--- src/rtl/seq_pkg.sv ---
package seq_pkg;
  localparam int WORD_W = 10;

  typedef struct packed {
    logic [WORD_W-1:0] b;
    logic [WORD_W-1:0] a;
  } pair_t;
endpackage

--- src/rtl/strobe_edge.sv ---
module strobe_edge #(
  parameter int N = 3
) (
  input  logic         clk,
  input  logic         rst_n,
  input  logic [N-1:0] lvl,
  output logic [N-1:0] rise,
  output logic [N-1:0] fall
);
  logic [N-1:0] prev;

  for (genvar i = 0; i < N; i++) begin : g_bit
    always_ff @(posedge clk or negedge rst_n) begin
      if (!rst_n) prev[i] <= 1'b1;
      else        prev[i] <= lvl[i];
    end
    assign rise[i] = ~prev[i] &  lvl[i];
    assign fall[i] =  prev[i] & ~lvl[i];
  end
endmodule

--- src/rtl/pair_convert.sv ---
module pair_convert
  import seq_pkg::*;
#(
  parameter int CNT_W = 4
) (
  input  logic              clk,
  input  logic              rst_n,
  input  logic              clr,
  input  logic              start,
  input  logic [CNT_W-1:0]  len,
  input  logic [WORD_W-1:0] ch_a,
  input  logic [WORD_W-1:0] ch_b,
  output logic              hold,
  output pair_t             res,
  output logic              res_valid
);
  logic [CNT_W-1:0] cnt;
  pair_t            smp;

  always_ff @(posedge clk or negedge rst_n) begin
    if (!rst_n) begin
      cnt       <= '0;
      hold      <= 1'b0;
      smp       <= '0;
      res       <= '0;
      res_valid <= 1'b0;
    end else if (clr) begin
      cnt       <= '0;
      hold      <= 1'b0;
      smp       <= '{b: ch_b, a: ch_a};
      res_valid <= 1'b0;
    end else if (start) begin
      smp       <= '{b: ch_b, a: ch_a};
      hold      <= 1'b1;
      cnt       <= CNT_W'(1);
      res_valid <= 1'b0;
    end else begin
      hold <= 1'b0;
      if (cnt == '0) begin
        smp <= '{b: ch_b, a: ch_a};
      end else if (cnt == len) begin
        res.b     <= smp.b;
        res_valid <= 1'b1;
        cnt       <= '0;
      end else begin
        if (cnt == (len >> 1)) res.a <= smp.a;
        cnt <= cnt + CNT_W'(1);
      end
    end
  end

  AST_HOLD_ONE_CYCLE: assert property (@(posedge clk) disable iff (!rst_n)
    hold && !start |=> !hold);

  AST_SAMPLE_FROZEN: assert property (@(posedge clk) disable iff (!rst_n)
    (cnt > CNT_W'(1)) |-> $stable(smp));
endmodule

--- src/rtl/pair_queue.sv ---
module pair_queue
  import seq_pkg::*;
(
  input  logic              clk,
  input  logic              rst_n,
  input  logic              clr,
  input  logic              load,
  input  logic              take_b,
  input  pair_t             res,
  input  logic              res_valid,
  output logic [WORD_W-1:0] word
);
  logic [WORD_W-1:0] park_b;
  logic              park_v;

  always_ff @(posedge clk or negedge rst_n) begin
    if (!rst_n) begin
      park_b <= '0;
      park_v <= 1'b0;
      word   <= '0;
    end else if (clr) begin
      park_b <= '0;
      park_v <= 1'b0;
      word   <= '0;
    end else if (load) begin
      park_v <= res_valid;
      park_b <= res_valid ? res.b : '0;
      word   <= res_valid ? res.a : '0;
    end else if (take_b) begin
      word <= park_v ? park_b : '0;
    end
  end

  AST_QUEUE_CLEARED: assert property (@(posedge clk) disable iff (!rst_n)
    clr |=> (!park_v && word == '0));

  AST_EMPTY_GIVES_ZERO: assert property (@(posedge clk) disable iff (!rst_n)
    load && !res_valid |=> (word == '0));
endmodule

--- src/rtl/dual_sample_seq.sv ---
module dual_sample_seq
  import seq_pkg::*;
#(
  parameter int T_EXT = 10,
  parameter int T_INT = 12
) (
  input  logic              clk,
  input  logic              rst_n,
  input  logic              cs_n,
  input  logic              wr_n,
  input  logic              rd_n,
  input  logic [7:0]        wr_data,
  input  logic [WORD_W-1:0] ch_a,
  input  logic [WORD_W-1:0] ch_b,
  output logic [WORD_W-1:0] data_out,
  output logic              data_oe,
  output logic              hold,
  output logic              int_osc_sel,
  output logic              seq_err
);
  localparam int T_MAX = (T_EXT > T_INT) ? T_EXT : T_INT;
  localparam int CNT_W = $clog2(T_MAX + 1);

  logic [2:0] rise, fall;
  logic       cs_rise, wr_rise, rd_fall;
  logic       mode_hi, mode_lo, src_ext;
  logic       odd_seen;
  logic       dual, rd_ok, start, take_b, wr_load;
  logic [CNT_W-1:0] len_sel;
  pair_t      res;
  logic       res_valid;
  logic [WORD_W-1:0] word;
  logic       unused_bits;

  strobe_edge #(.N(3)) i_edge (
    .clk  (clk),
    .rst_n(rst_n),
    .lvl  ({cs_n, wr_n, rd_n}),
    .rise (rise),
    .fall (fall)
  );

  assign cs_rise = rise[2];
  assign wr_rise = rise[1];
  assign rd_fall = fall[0];
  assign unused_bits = ^{rise[0], fall[2:1], wr_data[7:6], wr_data[4], wr_data[1:0]};

  assign dual    = mode_hi & mode_lo;
  assign wr_load = wr_rise & ~cs_n;
  assign rd_ok   = rd_fall & ~cs_n & dual;
  assign start   = rd_ok & ~odd_seen;
  assign take_b  = rd_ok &  odd_seen;
  assign len_sel = src_ext ? CNT_W'(T_EXT) : CNT_W'(T_INT);

  always_ff @(posedge clk or negedge rst_n) begin
    if (!rst_n) begin
      mode_hi  <= 1'b0;
      mode_lo  <= 1'b0;
      src_ext  <= 1'b0;
      odd_seen <= 1'b0;
      seq_err  <= 1'b0;
    end else if (cs_rise) begin
      odd_seen <= 1'b0;
      if (odd_seen) seq_err <= 1'b1;
    end else if (wr_load) begin
      mode_hi  <= wr_data[3];
      mode_lo  <= wr_data[2];
      src_ext  <= wr_data[5];
      odd_seen <= 1'b0;
    end else if (rd_ok) begin
      odd_seen <= ~odd_seen;
    end
  end

  pair_convert #(.CNT_W(CNT_W)) i_conv (
    .clk      (clk),
    .rst_n    (rst_n),
    .clr      (cs_rise),
    .start    (start),
    .len      (len_sel),
    .ch_a     (ch_a),
    .ch_b     (ch_b),
    .hold     (hold),
    .res      (res),
    .res_valid(res_valid)
  );

  pair_queue i_queue (
    .clk      (clk),
    .rst_n    (rst_n),
    .clr      (cs_rise),
    .load     (start),
    .take_b   (take_b),
    .res      (res),
    .res_valid(res_valid),
    .word     (word)
  );

  assign int_osc_sel = ~src_ext;
  assign data_oe     = ~cs_n & ~rd_n;
  assign data_out    = data_oe ? word : '0;

  AST_HOLD_NEEDS_DUAL: assert property (@(posedge clk) disable iff (!rst_n)
    hold |-> $past(dual));

  AST_EVEN_NO_HOLD: assert property (@(posedge clk) disable iff (!rst_n)
    take_b |=> !hold);

  AST_ERR_STICKY: assert property (@(posedge clk) disable iff (!rst_n)
    seq_err |=> seq_err);
endmodule

--- config.mk ---
export PLATFORM = sky130hd
export DESIGN_NAME = dual_sample_seq
export DESIGN_NICKNAME = d
export VERILOG_FILES = /design/src/rtl/seq_pkg.sv /design/src/rtl/strobe_edge.sv /design/src/rtl/pair_convert.sv /design/src/rtl/pair_queue.sv /design/src/rtl/dual_sample_seq.sv
export SDC_FILE = /design/constraint.sdc
export NUM_CORES = 1
export LEC_CHECK = 0
export ABC_AREA = 0
export BUFFER_PORTS_ARGS = -buffer_cell sky130_fd_sc_hd__buf_2
export CORE_MARGIN = 4
export CORE_UTILIZATION = 25
export CTS_CLUSTER_SIZE = 24
export DETAILED_ROUTE_END_ITERATION = 7
export PLACE_DENSITY = 0.52
export SYNTH_ARGS = -nofsm -noshare
export SYNTH_HDL_FRONTEND = slang
export SYNTH_HIERARCHICAL = 1
export SYNTH_SLANG_ARGS = --single-unit
--- constraint.sdc ---
create_clock -name clk -period 2.48 [get_ports clk]
set_input_delay 0.248 -clock clk [delete_from_list [all_inputs] [get_ports clk]]
set_output_delay 0.248 -clock clk [all_outputs]
set_load 0.02 [all_outputs]
-- After elaboration in Yosys (flattened, before gate mapping)
Index checks and enable logic that the tools add are counted.
- reduce and logical (&&, ||, !) cells: 11
- eq/ne operators: 3
- bitwise logic cells: 20
- add/sub/neg operators: 1
- muxes and demuxes: 28
- operators with widths (kind ; number):
    10-bit two-way mux ; 9
    20-bit two-way mux ; 3
    4-bit two-way mux ; 4
    3-bit nonzero test ; 4
    1-bit two-way mux ; 11
    1-bit AND ; 10
    1-bit NOT ; 10
    2-bit AND reduction ; 3
    5-bit AND reduction ; 1
    4-bit by 1-bit adder with 4-bit output (second input constant) ; 1
    4-bit by 3-bit == test with 1-bit output ; 1
    4-bit == test ; 1
    4-bit zero test ; 1
    4-bit AND reduction ; 1
    3-bit two-way mux ; 1
    3-bit by 2-bit != test with 1-bit output (second input constant) ; 1
    2-bit nonzero test ; 1
- register bits after elaboration: 75

-- Depth between registers and ports, before layout
- word-level depth: 8
- depth in mapped cells: 8

-- Hierarchy
Netlist, hierarchy kept.
- modules (own cells, without submodules) (module ; area an instance (um^2) ; seq. area each (um^2) ; cells each ; times used):
    pair_convert ; 1935.6 ; 1151.1 ; 125 ; 1
    pair_queue ; 1027.2 ; 525.5 ; 104 ; 1
    dual_sample_seq ; 299.0 ; 125.1 ; 33 ; 1
    strobe_edge ; 116.4 ; 78.8 ; 9 ; 1

-- Worst setup path before layout
Ideal clock, no wire load.
- kind: flip-flop to flip-flop
- start: reg i_edge.prev[0]
- end: reg, netlist name i_conv/res[0]
- cell stages (with the launch flop): 9
- arrival: 2.037 ns
- path buffers: 1
- path slack: 0.318 ns
- library setup time: 0.125 ns
- data required time: 2.355 ns
- cells stage by stage: dfstp_2 nor2b_1 nand3_1 nor3_1 nor2_1 nand2b_4 nand3b_1 buf_6 mux2_4
- longest elaborated chain between the ends: 6
- ends and longest elaborated chain (item ; line ; RTL):
    from (decl) ; strobe_edge.sv:10 ; logic [N-1:0] prev;
    from (signal, indexed assignment) ; strobe_edge.sv:15 ; else prev[i] <= lvl[i];
    1-bit AND ; strobe_edge.sv:18 ; assign fall[i] = prev[i] & ~lvl[i];
    net fall[0] ; dual_sample_seq.sv:24 ; logic [2:0] rise, fall;
    1-bit AND (2 in a row) ; dual_sample_seq.sv:50 ; assign rd_ok = rd_fall & ~cs_n & dual;
    1-bit AND ; dual_sample_seq.sv:51 ; assign start = rd_ok & ~odd_seen;
    net start ; dual_sample_seq.sv:28 ; logic dual, rd_ok, start, take_b, wr_load;
    1-bit NOT (no line) ; n/a ;
    5-bit AND reduction (no line) ; n/a ;
The timed path passes the listed nets, and every way through them passes these cells.
A chain may end at the register's enable or synchronous reset.

-- Final worst setup path
- start: reg i_edge.prev[0]
- end: reg, netlist name i_conv/res[0]
- longest elaborated chain between the ends: 6
- ends and longest elaborated chain (item ; line):
    1-bit AND ; strobe_edge.sv:18
    net fall[0] ; dual_sample_seq.sv:24
    1-bit AND (2 in a row) ; dual_sample_seq.sv:50
    1-bit AND ; dual_sample_seq.sv:51
    net start ; dual_sample_seq.sv:28
    1-bit NOT (no line) ; n/a
    5-bit AND reduction (no line) ; n/a
The timed path passes the listed nets, and every way through them passes these cells.

==> summary.md <==
| Metric | Value |
|---|---|
| Max Clk Rate | `488 MHz` |
| Pwr Density | `a little over 1000 nW/µm²` |
| Chip Height | `~120 µm` |
| Vias in the first global route | `around 2200` |
| Routability cong. | `0.742` |
| Die width | `~120 µm` |
| Post-route ant nets | `0` |
| Buffer count from post-CTS setup fixing | `0` |
| Syn-to-layout area delta | `20.9%` |
| Seq pwr share | `between 40% and 50%` |
| Period utilisation layout | `82.6%` |
| Clk sink count | `between 70 and 80` |
| Maxcap violations | `0` |
| Worst setup SP type | `register` |
| Detailed placement HPWL | `4.55 mm` |
| Clk network pwr share | `33.3%` |
| Hold/Removal Path Class | `in2reg` |
| # hold bufs at CTS | `0` |
| Gate power share | `21.6%` |
| ANT cells | `0` |
| Largest net degree at the start of global routing | `76` |
| Clk slew on worst S/H paths | `about 0.050 ns` |
| Routed wire length | `between 6 and 7 mm` |
| Met2 Track Usage GR | `14.1%` |
| GRT overflow | `0` |
| Root buffer cell | `clkbuf_16` |
| Post-layout net count | `roughly 350` |
| Internal Dissipation | `between 3 and 4 mW` |
| Switching Power | `about 1.1 mW` |
| GR Util met1 | `between 10% and 20%` |
| GRT Overall Usage | `under 10%` |
| Fin. max-slew vios | `0` |
| Num ports | `47` |
| Clock Skews | `approximately 0.0083 ns` |
| DR vias/cell | `between 4 and 5` |
| Sw Ratio | `approximately 27%` |
| Post-Route Setup TNS | `0 ns` |
| CP required | `roughly 2.7 ns` |
| Worst-margin pin slew | `0.947 ns` |
| Non-filler instance count after layout | `approximately 490` |
| Vias | `~2100` |
| Syn_area_per_cell | `between 10 and 15 µm²` |
| Worst-case headroom to the max-slew limit | `between 30% and 40%` |
| WL per Instance | `13.9 µm` |
| YS warnings | `6` |
| Cells after Synth | `around 270` |
| Starting Density | `between 20% and 30%` |
| Register area | `1880 µm²` |
| Critical path class | `reg2reg` |
| FILL cells | `~1300` |
| Cell Area, Synth | `3360 µm²` |
| Share of post-route cells with drive strength above 1 | `a little over a third` |
| Max VDD drop | `~0.31 mV` |
| First-pass GRT wire length | `between 10 and 15 mm` |
| TritonCTS clock tree | `done` |
| Crit-path max FO | `10` |
| Htree depth | `3` |
| Placed Cells | `roughly 480` |
| CTS buffer count | `9` |
| DRT iter0 DRCs | `128` |
| Worst Setup End Kind | `register` |
| Initial antenna violation count | `0` |
| CP arrival | `~2.3 ns` |
| Core box area | `about 13000 µm²` |
| Num rows | `42` |
| Endpoints failing setup | `0` |
| LEAKAGE | `~1.8 nW` |
| Die ar. | `around 15000 µm²` |
| Met3 global-route usage | `between 3 and 4%` |
| Final Hold Viols | `0` |
| Drt drc | `0` |
| RSZ-0062 raised after global routing | `no` |
| Clk_lat worst skew | `0.33 ns` |
| Post_cts resized | `0` |
| Multi-input gate area | `roughly 1400 µm²` |
| GRT Max-Usage Layer | `met2` |
| Outcome | `finished, final reports clean` |
| Clock period minus worst slack | `2.05 ns` |
| DRT Pass-1 Iters | `4` |
| Port bufs | `between 40 and 50` |
| CTS Buffer Depth | `2` |
[per-layer routing]
layer  wire (µm)  part of all wire [%]
met1        3150                    46
met2        3090                    45
met3         444                   6.5
met4         142                   2.1
met5           0                     0
[power by group through the flow]
stage / combinational [mW] / sequential [mW] / clock [mW]
after floorplan: 0.794 / 1.76 / 0
after CTS: 0.914 / 1.87 / 1.43
after detailed placement: 0.909 / 1.89 / 0
after global routing: 0.985 / 1.91 / 1.48
final: 0.894 / 1.86 / 1.38
after global placement: 0.878 / 1.88 / 0
[registers in the layout (all words and copies together), names as in the netlist]
name / cells
i_conv/res: 20
i_conv/smp: 20
i_queue/park_b: 10
i_queue/word: 10
i_conv/cnt: 4
i_edge/prev: 3
i_conv/hold: 1
i_conv/res_valid: 1
i_queue/park_v: 1
mode_hi: 1
mode_lo: 1
odd_seen: 1
seq_err: 1
src_ext: 1
[final cells by class]
class	instances	area share [%]
Sequential cell	75	46.3
Multi-Input combinational cell	173	33.9
Timing Repair Buffer	46	6.04
Clock buffer	11	5.73
Tap cell	176	5.42
Clock inverter	5	2.13
Inverter	5	0.462
[critical path, cell delays in order, from the launching register on]
cell	delay (ns)
dfstp_2	0.50
nor2b_1	0.16
nand3_1	0.14
nor3_2	0.16
nor2_1	0.12
nand2b_4	0.16
nand3b_1	0.13
buf_4	0.24
mux2_4	0.32
[layout by cell type, fill, tap and decap left out, drive strengths merged, types with 10 or more instances in the layout]
cell type,n
buf,46
a21oi,13
nand2b,21
nand3,23
clkbuf,11
a311oi,10
a21boi,10
and2,10
dfrtp,72
mux2,42
[path summary, 6_finish.rpt]
kind	to	depth (start not counted)	startpoint	slack, ns
min reg2reg	seq_err	1	seq_err	0.45
min in group asynchronous	i_conv/smp[17]	1	rst_n	0.08
max reg2reg	i_conv/res[0]	8	i_edge/prev[0]	0.43
max in group asynchronous	src_ext	1	rst_n	1.81
min	i_edge/prev[1]	1	wr_n	0.03
max	i_conv/res[0]	8	i_edge/prev[0]	0.43
[stage by stage]
stage | area [µm²] | total power [mW] | hold slack, ns | setup WS (ns) | util, %
3_5_place_dp | 3740 | 2.80 | 0.365 | 0.416 | 28.4
6_report | 4060 | 4.13 | 0.0265 | 0.432 | 30.8
4_1_cts | 4060 | 4.21 | 0.0140 | 0.398 | 30.8
2_1_floorplan | 3360 | 2.56 | -0.0476 | 0.334 | -
5_1_grt | 4060 | 4.38 | 0.0174 | 0.257 | 30.8
3_3_place_gp | 3740 | 2.76 | 0.362 | 0.456 | 28.4
(Power assumes the default switching activity.)
